===== src/rtl/irq_arb_pkg.sv =====
package irq_arb_pkg;

   typedef enum logic [1:0] {
      ARB_HOLD  = 2'd0,
      ARB_CLEAR = 2'd1,
      ARB_RAISE = 2'd2
   } arb_act_e;

endpackage


===== src/rtl/irq_pend_merge.sv =====
module irq_pend_merge #(
   parameter int NUM_LEVELS = 16,
   parameter int SW_W       = 17,
   parameter int TICK_BIT   = 0,
   parameter int STICK_BIT  = 16,
   parameter int FOLD_LEVEL = 14
) (
   input  logic [NUM_LEVELS-1:0] ext_req,
   input  logic [SW_W-1:0]       soft_reg,
   output logic [NUM_LEVELS-1:0] pend
);

   logic timer_hit;
   assign timer_hit = soft_reg[TICK_BIT] | soft_reg[STICK_BIT];

   for (genvar g = 0; g < NUM_LEVELS; g++) begin : g_lvl
      logic soft_part;
      logic fold_part;
      if (g < SW_W && g != TICK_BIT && g != STICK_BIT) begin : g_soft
         assign soft_part = soft_reg[g];
      end else begin : g_nosoft
         assign soft_part = 1'b0;
      end
      if (g == FOLD_LEVEL) begin : g_fold
         assign fold_part = timer_hit;
      end else begin : g_nofold
         assign fold_part = 1'b0;
      end
      assign pend[g] = ext_req[g] | soft_part | fold_part;
   end

endmodule


===== src/rtl/irq_prio_pick.sv =====
module irq_prio_pick #(
   parameter int NUM_LEVELS = 16,
   parameter int LVL_W      = 4
) (
   input  logic [NUM_LEVELS-1:0] pend,
   input  logic [LVL_W-1:0]      thr,
   output logic                  any_above,
   output logic [LVL_W-1:0]      win_level
);

   logic [NUM_LEVELS-1:0] above;

   for (genvar g = 0; g < NUM_LEVELS; g++) begin : g_mask
      assign above[g] = pend[g] && (LVL_W'(g) > thr);
   end

   assign any_above = |above;

   always_comb begin
      win_level = '0;
      for (int i = 0; i < NUM_LEVELS; i++) begin
         if (above[i]) win_level = LVL_W'(i);
      end
   end

endmodule


===== src/rtl/irq_wake_detect.sv =====
module irq_wake_detect #(
   parameter int NUM_LEVELS = 16
) (
   input  logic                  clk,
   input  logic                  rst_n,
   input  logic [NUM_LEVELS-1:0] ext_req,
   output logic                  core_wake
);

   logic [NUM_LEVELS-1:0] prev_q;
   logic                  wake_q;

   always_ff @(posedge clk) begin
      if (!rst_n) begin
         prev_q <= '0;
         wake_q <= 1'b0;
      end else begin
         prev_q <= ext_req;
         wake_q <= |(ext_req & ~prev_q);
      end
   end

   assign core_wake = wake_q;

endmodule


===== src/rtl/irq_level_arbiter.sv =====
module irq_level_arbiter #(
   parameter int NUM_LEVELS = 16,
   parameter int SW_W       = 17,
   parameter int TICK_BIT   = 0,
   parameter int STICK_BIT  = 16,
   parameter int FOLD_LEVEL = 14,
   parameter int TT_W       = 9,
   parameter int TL_W       = 3,
   parameter logic [8:0] TT_BASE = 9'h040,
   localparam int LVL_W     = $clog2(NUM_LEVELS)
) (
   input  logic                  clk,
   input  logic                  rst_n,
   input  logic [NUM_LEVELS-1:0] ext_req,
   input  logic [SW_W-1:0]       soft_reg,
   input  logic [LVL_W-1:0]      cur_level,
   input  logic                  int_en,
   input  logic [TL_W-1:0]       trap_lvl,
   input  logic [TT_W-1:0]       svc_tt,
   output logic                  irq_req,
   output logic [TT_W-1:0]       irq_tt,
   output logic                  core_wake
);
   import irq_arb_pkg::*;

   localparam logic [TT_W-1:0] BASE_CODE = TT_W'(TT_BASE);

   initial begin
      assert (NUM_LEVELS == (1 << LVL_W))
         else $error("NUM_LEVELS must be a power of two");
      assert (FOLD_LEVEL < NUM_LEVELS && FOLD_LEVEL > 0)
         else $error("FOLD_LEVEL out of range");
      assert (TT_W > LVL_W) else $error("TT_W too narrow");
      assert (SW_W > TICK_BIT && SW_W > STICK_BIT)
         else $error("timer bits outside software register");
      assert (BASE_CODE[LVL_W-1:0] == '0)
         else $error("TT_BASE low bits must be zero");
   end

   logic [NUM_LEVELS-1:0] pend;
   logic                  any_above;
   logic [LVL_W-1:0]      win_level;
   logic [TT_W-1:0]       cand_tt;
   logic                  nested_block;
   arb_act_e              act;
   logic                  req_q;
   logic [TT_W-1:0]       tt_q;

   irq_pend_merge #(
      .NUM_LEVELS (NUM_LEVELS),
      .SW_W       (SW_W),
      .TICK_BIT   (TICK_BIT),
      .STICK_BIT  (STICK_BIT),
      .FOLD_LEVEL (FOLD_LEVEL)
   ) u_merge (
      .ext_req  (ext_req),
      .soft_reg (soft_reg),
      .pend     (pend)
   );

   irq_prio_pick #(
      .NUM_LEVELS (NUM_LEVELS),
      .LVL_W      (LVL_W)
   ) u_pick (
      .pend      (pend),
      .thr       (cur_level),
      .any_above (any_above),
      .win_level (win_level)
   );

   irq_wake_detect #(
      .NUM_LEVELS (NUM_LEVELS)
   ) u_wake (
      .clk       (clk),
      .rst_n     (rst_n),
      .ext_req   (ext_req),
      .core_wake (core_wake)
   );

   assign cand_tt      = BASE_CODE | TT_W'(win_level);
   assign nested_block = (trap_lvl != '0) && (svc_tt > cand_tt);

   always_comb begin
      if (!any_above) begin
         act = ARB_CLEAR;
      end else if (!int_en) begin
         act = req_q ? ARB_CLEAR : ARB_HOLD;
      end else if (nested_block) begin
         act = ARB_HOLD;
      end else if (cand_tt != tt_q) begin
         act = ARB_RAISE;
      end else begin
         act = ARB_HOLD;
      end
   end

   always_ff @(posedge clk) begin
      if (!rst_n) begin
         req_q <= 1'b0;
         tt_q  <= '0;
      end else begin
         case (act)
            ARB_CLEAR: begin
               req_q <= 1'b0;
               tt_q  <= '0;
            end
            ARB_RAISE: begin
               req_q <= 1'b1;
               tt_q  <= cand_tt;
            end
            default: begin
               req_q <= req_q;
               tt_q  <= tt_q;
            end
         endcase
      end
   end

   assign irq_req = req_q;
   assign irq_tt  = tt_q;

endmodule


===== config.mk =====
export PLATFORM = sky130hd
export DESIGN_NAME = irq_level_arbiter
export DESIGN_NICKNAME = d
export VERILOG_FILES = /design/src/rtl/irq_arb_pkg.sv /design/src/rtl/irq_pend_merge.sv /design/src/rtl/irq_prio_pick.sv /design/src/rtl/irq_wake_detect.sv /design/src/rtl/irq_level_arbiter.sv
export SDC_FILE = /design/constraint.sdc
export NUM_CORES = 1
export LEC_CHECK = 0
export BUFFER_PORTS_ARGS = -buffer_cell sky130_fd_sc_hd__buf_4
export CAP_MARGIN = 10
export CORE_MARGIN = 2
export CORE_UTILIZATION = 51
export DETAILED_ROUTE_END_ITERATION = 8
export HOLD_SLACK_MARGIN = 0.05
export PLACE_DENSITY_LB_ADDON = 0.05
export SYNTH_ARGS = -nofsm -noshare
export SYNTH_HDL_FRONTEND = slang
export SYNTH_SLANG_ARGS = --single-unit

===== constraint.sdc =====
create_clock -name clk -period 11.3 [get_ports clk]
set_input_delay 0 -clock clk [delete_from_list [all_inputs] [get_ports clk]]
set_output_delay 0 -clock clk [all_outputs]
set_load 0.005 [all_outputs]

# ---- After elaboration in Yosys (flattened, before gate mapping)
# Index checks and enable logic that the tools add are counted.
dict set report classes {
  bitwise_logic 19
  mul 0
  magnitude_cmp 17
  n_div 0
  muxes 22
  reduce_logical 21
  eq_ne 3
  add_sub_neg 0
  shifts 0
}
# cell count
set ops {}
lappend ops {{4-bit greater-than comparator, first input constant} 8}
lappend ops {{4-bit 2-to-1 mux} 8}
lappend ops {{16-bit OR reduction} 2}
lappend ops {{9-bit case mux with 2 select lines} 1}
lappend ops {{1-bit logical AND} 17}
lappend ops {{1-bit OR} 17}
lappend ops {{16-bit bitwise AND} 1}
lappend ops {{3-bit by 4-bit greater-than comparator with 1-bit output, first input constant} 4}
lappend ops {{16-bit inverter} 1}
lappend ops {{2-bit 2-to-1 mux} 6}
lappend ops {{3-bit 2-to-1 mux} 4}
lappend ops {{9-bit by 7-bit greater-than comparator with 1-bit output} 1}
lappend ops {{7-bit by 9-bit != test with 1-bit output} 1}
lappend ops {{1-bit by 4-bit greater-than comparator with 1-bit output, first input constant} 2}
lappend ops {{2-bit by 4-bit greater-than comparator with 1-bit output, first input constant} 2}
lappend ops {{3-bit nonzero test} 1}
lappend ops {{2-bit by 1-bit equality test with 1-bit output, second input constant} 1}
lappend ops {{2-bit equality test, second input constant} 1}
lappend ops {{1-bit 2-to-1 mux} 2}
lappend ops {{1-bit case mux with 2 select lines} 1}
lappend ops {{2-bit nonzero test} 1}
dict set report totals {
  word_cells 86
  latchBits 0
  memories 0
  output_inout_bits 11
  input_bits 52
  reg_bits 27
  romBits 0
  mem_bits_rw 0
}

# ---- Depth between registers and ports, before layout
dict set report depth {
  word_depth 24
  mapped_depth 19
  mapped_depth_nobuf 17
}

# ---- By module
# A second synthesis with hierarchy kept.
dict set report hier_totals {
  cells_unflattened 202
  hier_area_um2 1549.0
}
# module seq_area_each_um2 area_per_inst_um2 n_inst cells_per_inst
set modules_own_cells {}
lappend modules_own_cells {irq_wake_detect 340.3 551.8 1 59}
lappend modules_own_cells {irq_level_arbiter 100.1 460.4 1 60}
lappend modules_own_cells {irq_prio_pick 0.0 434.2 1 67}
lappend modules_own_cells {irq_pend_merge 0.0 102.6 1 16}

# ---- Worst setup path after synthesis
# No wires, ideal clock.
dict set report synth_path {
  path_kind {input-to-reg}
  start {in cur_level[0]}
  end {reg tt_q[2] (netlist: irq_tt[2])}
  setup_time_ns 0.072
  slack_ns 7.742
  t_required_ns 11.228
  stages 19
  t_arrival_ns 3.486
  path_buffers 2
  path_cell_list {buf_6 -> o21a_1 -> o32a_1 -> a2111oi_1 -> o311ai_2 -> inv_1 -> ha_1 -> nor2b_1 -> o21a_1 -> o21a_1 -> o21a_1 -> o31ai_1 -> a21oi_1 -> a311oi_2 -> ha_1 -> clkbuf_1 -> nor2b_1 -> o21ai_0 -> a21oi_1}
}
dict set report synth_via {
  elab_chain_len 24
  elab_cells_between_ends 59
  cone_classes {order compare (17); eq/ne (3); mux (20); reduce/logical (19)}
}
# item line
set synth_lines {}
lappend synth_lines {{start, declared} irq_level_arbiter.sv:16} ;# input logic [LVL_W-1:0] cur_level,
lappend synth_lines {{1-bit by 4-bit greater-than comparator with 1-bit output} irq_prio_pick.sv:14} ;# assign above[g] = pend[g] && (LVL_W'(g) > thr);
lappend synth_lines {{1-bit logical AND} irq_prio_pick.sv:14}
lappend synth_lines {{1-bit 2-to-1 mux} irq_prio_pick.sv:22} ;# if (above[i]) win_level = LVL_W'(i);
lappend synth_lines {{2-bit 2-to-1 mux (2 in series)} irq_prio_pick.sv:22}
lappend synth_lines {{3-bit 2-to-1 mux (4 in series)} irq_prio_pick.sv:22}
lappend synth_lines {{4-bit 2-to-1 mux (8 in series)} irq_prio_pick.sv:22}
lappend synth_lines {{9-bit by 7-bit greater-than comparator with 1-bit output / 7-bit by 9-bit != test with 1-bit output (equally long branches)} {irq_level_arbiter.sv:81, irq_level_arbiter.sv:90}}
lappend synth_lines {{1-bit logical AND / 2-bit 2-to-1 mux (equally long branches)} {irq_level_arbiter.sv:81, irq_level_arbiter.sv:90}}
lappend synth_lines {{2-bit 2-to-1 mux} irq_level_arbiter.sv:88} ;# end else if (nested_block) begin
lappend synth_lines {{2-bit 2-to-1 mux} irq_level_arbiter.sv:86} ;# end else if (!int_en) begin
lappend synth_lines {{2-bit 2-to-1 mux} irq_level_arbiter.sv:84} ;# if (!any_above) begin
lappend synth_lines {{2-bit equality test / 2-bit by 1-bit equality test with 1-bit output (equally long branches)} irq_level_arbiter.sv:102} ;# case (act)
lappend synth_lines {{9-bit case mux with 2 select lines / 2-bit nonzero test (equally long branches)} --}
lappend synth_lines {{end signal, assigned} irq_level_arbiter.sv:109} ;# tt_q <= cand_tt;
lappend synth_lines {{end signal, assigned} irq_level_arbiter.sv:113} ;# tt_q <= tt_q;
lappend synth_lines {{end, declared} irq_level_arbiter.sv:47} ;# logic [TT_W-1:0] tt_q;
# Parallel ways exist; a longest one is shown, timed or not. The select of a mux whose other input is x is not followed.
# A chain may end at the register's enable or synchronous reset.

# ---- Final worst setup path
dict set report layout_path {
  start {in ext_req[11]}
  end {reg tt_q[2] (netlist: irq_tt[2])}
}
dict set report layout_via {
  elab_chain_len 14
  elab_cells_between_ends 19
  cone_classes {order compare (1); eq/ne (3); mux (10); bitwise (1); reduce/logical (4)}
}
# item line
set layout_lines {}
lappend layout_lines {{start, declared} irq_level_arbiter.sv:14} ;# input logic [NUM_LEVELS-1:0] ext_req,
lappend layout_lines {{1-bit OR *} irq_pend_merge.sv:29} ;# assign pend[g] = ext_req[g] | soft_part | fold_part;
lappend layout_lines {{1-bit logical AND *} irq_prio_pick.sv:14}
lappend layout_lines {{4-bit 2-to-1 mux (5 in series)} irq_prio_pick.sv:22}
lappend layout_lines {{9-bit by 7-bit greater-than comparator with 1-bit output / 7-bit by 9-bit != test with 1-bit output (equally long branches)} {irq_level_arbiter.sv:81, irq_level_arbiter.sv:90}}
lappend layout_lines {{1-bit logical AND / 2-bit 2-to-1 mux (equally long branches)} {irq_level_arbiter.sv:81, irq_level_arbiter.sv:90}}
lappend layout_lines {{2-bit 2-to-1 mux} irq_level_arbiter.sv:88}
lappend layout_lines {{2-bit 2-to-1 mux} irq_level_arbiter.sv:86}
lappend layout_lines {{2-bit 2-to-1 mux} irq_level_arbiter.sv:84}
lappend layout_lines {{2-bit equality test / 2-bit by 1-bit equality test with 1-bit output (equally long branches)} irq_level_arbiter.sv:102}
lappend layout_lines {{9-bit case mux with 2 select lines / 2-bit nonzero test (equally long branches)} --}
# Mark *: on every way between the ends. The rest lies on a longest branch, timed or not. The select of a mux whose other input is x is not followed.

==> run summary <==
In this run the remaining antenna-violating nets after routing total 0. In the final routed layout, each cell accounts on average for 14.45 microns. The share of async-settable or async-resettable flops after synthesis is 0. The global placement routability congestion came out at 0.8663. In the final layout, the share of cells above drive strength 1 is 0.2752. The post-route minimum period came out at 3.967 ns. The power share of the combinational group is 0.282.

The routed wire length on met3 came out at 256 microns. Summed over all cells, the static leakage comes to 0.9771 nW. The clock edge transition at the registers on the reported setup and hold paths came out at 0.13 ns. The instance count along the most critical hold path came out at 3. The data arrival time of the worst path came out at 4.23 ns. From synthesis to final layout, the design area changed by 45.14%.

For hold timing, the worst endpoint is irq_tt[2]. In this run the horizontal extent of the chip is 56.91 microns. The via count of the first global-routing pass came out at 1588. After routing the design area is 2072 sq um.

The ratio of final minimum period to clock period came out at 0.3511. The via total after detailed routing came out at 1587. The core outline area came out at 2710 sq um. The maximum vdd drop came out at 115.9 uV.

The upper clock frequency limit came out at 252.1 MHz. Setup repair after global routing left no endpoint under its margin. After detailed routing, the number of remaining DRC violations is 0. The total count of hold-check failures in the final report is 0.

The initial antenna violation count was 0. The number of detailed-route iterations in the first pass is 4. For this run, the leading register cell type out of synthesis is sky130_fd_sc_hd__dfxtp_1.

At the end of the flow, the number of nets in the layout was 317. The count of buffers inserted at the top-level ports is 58. The design internal power came out at 0.0001287 W. The number of buffers added by the clock tree synthesis step came out at 3. The root buffer selected by CTS is sky130_fd_sc_hd__clkbuf_4. The filler cell count is 201. The number of sinks on the clock net came out at 22. The final worst clock skew came out at 0.01104 ns. The critical path in this run is classified as input port to register. The HPWL after detailed placement came out at 3171 microns. The power per cell area is 85.92 nW/um^2. The synthesized netlist occupies a cell area of 1428 sq um. The detailed route wirelength on metal2 is 2193 microns. The overflow left after global routing came out at 0. The detailed-route vias per instance came out at 5.491. The repair_antennas step left the layout with diodes totalling 0. The type of the tightest min-delay check is input port to register. The detailed router used layers up to and including met4. The clock tree from TritonCTS is done. The initial detailed-routing violation count is 71. The longest clock path from root to sink contains 2 buffers.

In the global route stage, overall resource usage came out at 0.2682. The worst relative slew slack came out at 0.6597. The slew of the pin with the lowest slew margin came out at 0.5105 ns. The detailed-route wire length on metal 1 came out at 1553 microns. The register-to-register setup slack came out at 8.99 ns. The full die area is 3238 sq um.

The critical-path maximum fanout came out at 7. The number of setup buffers added after CTS is 0. The register bit total from synthesis came out at 22. The depth of the most critical reg-to-reg path is 8. The maximum number of pins on one net before global-route repair is 19. The number of different library cells in the post-synthesis netlist is 52. The insertion delay to the later sink of the worst-skew pair came out at 0.33 ns. The die height came out at 56.91 microns.

The worst setup path is captured at a register. In the layout the commonest cells are 58 x sky130_fd_sc_hd__buf_4, 33 x sky130_fd_sc_hd__nor2_1, 22 x sky130_fd_sc_hd__dfxtp_1. The reg-to-reg critical path endpoint is irq_tt[2]. Setup violations remaining at the end of the flow were counted as 0. The placement-stage cell area came out at 1836 sq um. In this run the number of H-tree levels came out at 1.

The global-route wire length before repair is 6741 microns. For this configuration, the core starts out at a cell density of 0.5268. The number of slew-limit violations in the final report came out at 0.

Of the total power, registers draw 0.462. The startpoint type of the worst setup path is an input port. The run finished with clean final reports. The count of synthesis-stage warnings from yosys came out at 0. The setup TNS after final layout is 0 ns. The reg-to-reg startpoint is irq_tt[3]. Synthesis handed over a netlist of 184 instances. The switching power as a share of total power came out at 0.2773.

Wires add up to 4175 microns. Leaving out fill and tap cells, the most frequent cell in the layout is sky130_fd_sc_hd__buf_4. The sequential fraction of the synthesis area came out at 0.3085. In this run the power spent charging and discharging nets is 0.00004937 W. The share of total power in the clock network is 0.256.

The floorplan has 19 rows. The required time at the endpoint of the critical path came out at 11.56 ns. The number of enable flip-flop cells after synthesis is 0. Across the run, the number of max-cap violations was 0. The synthesized area per cell came out at 7.759 sq um. The I/O pin count came out at 63. In this run the most critical hold path is launched from rst_n.
-- flip-flops by register name, indices dropped and copies added, names as in the netlist --
register	count
irq_tt	5
u_wake.core_wake	1
u_wake.prev_q	16
-- critical path, stage by stage --
cell                            delay, ns
sky130_fd_sc_hd__dlygate4sd3_1       0.53
sky130_fd_sc_hd__buf_4               0.11
sky130_fd_sc_hd__nor2_1              0.05
sky130_fd_sc_hd__a222oi_1            0.46
sky130_fd_sc_hd__a2111oi_1           0.11
sky130_fd_sc_hd__o311ai_2            0.40
sky130_fd_sc_hd__inv_1               0.09
sky130_fd_sc_hd__ha_1                0.30
sky130_fd_sc_hd__nor2b_1             0.14
sky130_fd_sc_hd__o21a_1              0.17
sky130_fd_sc_hd__o21a_1              0.16
sky130_fd_sc_hd__o21a_1              0.16
sky130_fd_sc_hd__o31ai_1             0.19
sky130_fd_sc_hd__a21oi_1             0.11
sky130_fd_sc_hd__a311oi_2            0.29
sky130_fd_sc_hd__ha_1                0.38
sky130_fd_sc_hd__nor2b_1             0.28
sky130_fd_sc_hd__o21ai_0             0.13
sky130_fd_sc_hd__a21oi_1             0.15
-- stage by stage --
stage	hold WS [ns]	instances	power [W]	utilization	worst slack (ns)
final	0.1779	289	0.0001780	0.7645	7.333
after global routing	0.2150	289	0.0001859	0.7645	6.987
after CTS	0.1928	289	0.0001749	0.7645	7.387
after detailed placement	0.2275	265	0.0001279	0.6773	7.362
after global placement	0.2271	265	0.0001262	0.6773	7.531
after floorplan	0.1217	187	0.0001083	-	7.742
-- synth_stat cells, types with 2 or more instances --
cell	count	area, sq um
sky130_fd_sc_hd__a21boi_0	2	15.01
sky130_fd_sc_hd__a21oi_1	4	20.02
sky130_fd_sc_hd__a221oi_1	2	17.52
sky130_fd_sc_hd__a22o_1	2	17.52
sky130_fd_sc_hd__a22oi_1	2	15.01
sky130_fd_sc_hd__a2bb2oi_1	2	17.52
sky130_fd_sc_hd__a31oi_1	2	12.51
sky130_fd_sc_hd__and2_1	5	31.28
sky130_fd_sc_hd__buf_2	2	10.01
sky130_fd_sc_hd__buf_4	5	37.54
sky130_fd_sc_hd__buf_6	2	22.52
sky130_fd_sc_hd__clkbuf_1	2	7.510
sky130_fd_sc_hd__dfxtp_1	22	440.4
sky130_fd_sc_hd__ha_1	6	75.07
sky130_fd_sc_hd__inv_1	21	78.83
sky130_fd_sc_hd__nand2_1	8	30.03
sky130_fd_sc_hd__nand3_1	2	10.01
sky130_fd_sc_hd__nor2_1	33	123.9
sky130_fd_sc_hd__nor2b_1	4	25.02
sky130_fd_sc_hd__nor3b_1	2	15.01
sky130_fd_sc_hd__nor4_1	2	12.51
sky130_fd_sc_hd__o21a_1	4	30.03
sky130_fd_sc_hd__o21ai_0	5	25.02
sky130_fd_sc_hd__o21bai_1	2	15.01
sky130_fd_sc_hd__o22ai_1	8	50.05
sky130_fd_sc_hd__o31ai_1	2	15.01
sky130_fd_sc_hd__or2_2	4	25.02
sky130_fd_sc_hd__or3_1	2	12.51
sky130_fd_sc_hd__xnor2_1	2	17.52
-- metal layers --
| layer | track usage | vias up |
|---|---|---|
| met5 | 0 | - |
| met4 | 0.1362 | 0 |
| met3 | 0.05991 | 17 |
| met2 | 0.5074 | 70 |
| met1 | 0.2703 | 719 |
| li1 | - | 781 |
-- timing repair --
item	in CTS	in global routing
hold buffers	20	0
resized for setup	0	0
hold endpoints to repair	17	0
-- how the worst max path moves through the flow --
stage / startpoint / slack (ns) / endpoint
global placement: cur_level[3] / 7.53 / irq_tt[2]
floorplan: cur_level[0] / 7.74 / irq_tt[2]
finish: ext_req[11] / 7.33 / irq_tt[2]
global route: ext_req[10] / 6.99 / irq_tt[2]
detailed placement: cur_level[3] / 7.36 / irq_tt[2]
CTS: ext_req[2] / 7.39 / irq_tt[2]
-- logic make-up (layout without fill, tap and decap cells) --
group,after synthesis,count (layout),share of synthesized area
AOI/OAI and AO/OA,50,50,0.2673
adders and majority gates,6,6,0.05258
buffers and inverters,33,104,0.1122
DFF,22,22,0.3085
xor gates and xnor gates,2,2,0.01227
other,1,4,0.002627
and+or+nand+nor,69,69,0.2375
muxes,1,1,0.007012
-- layout make-up --
type / instances / area, sq um / area share
flip-flops and latches: 22 / 440.4 / 0.2126
repair buffers: 78 / 635.6 / 0.3068
clock buffers: 4 / 36.28 / 0.01751
multi-input cells: 132 / 838.3 / 0.4046
well taps: 31 / 38.79 / 0.01872
inverters: 22 / 82.58 / 0.03986
-- power by group through the flow --
stage / clock network [W] / logic (W) / registers [W]
final: 0.0000455 / 0.0000502 / 0.0000823
after detailed placement: 0 / 0.0000439 / 0.0000841
after floorplan: 0 / 0.0000246 / 0.0000837
after global placement: 0 / 0.0000423 / 0.0000839
after CTS: 0.0000433 / 0.0000494 / 0.0000823
after global routing: 0.0000485 / 0.0000548 / 0.0000826
No activity file was read; power rests on OpenSTA's default activity.
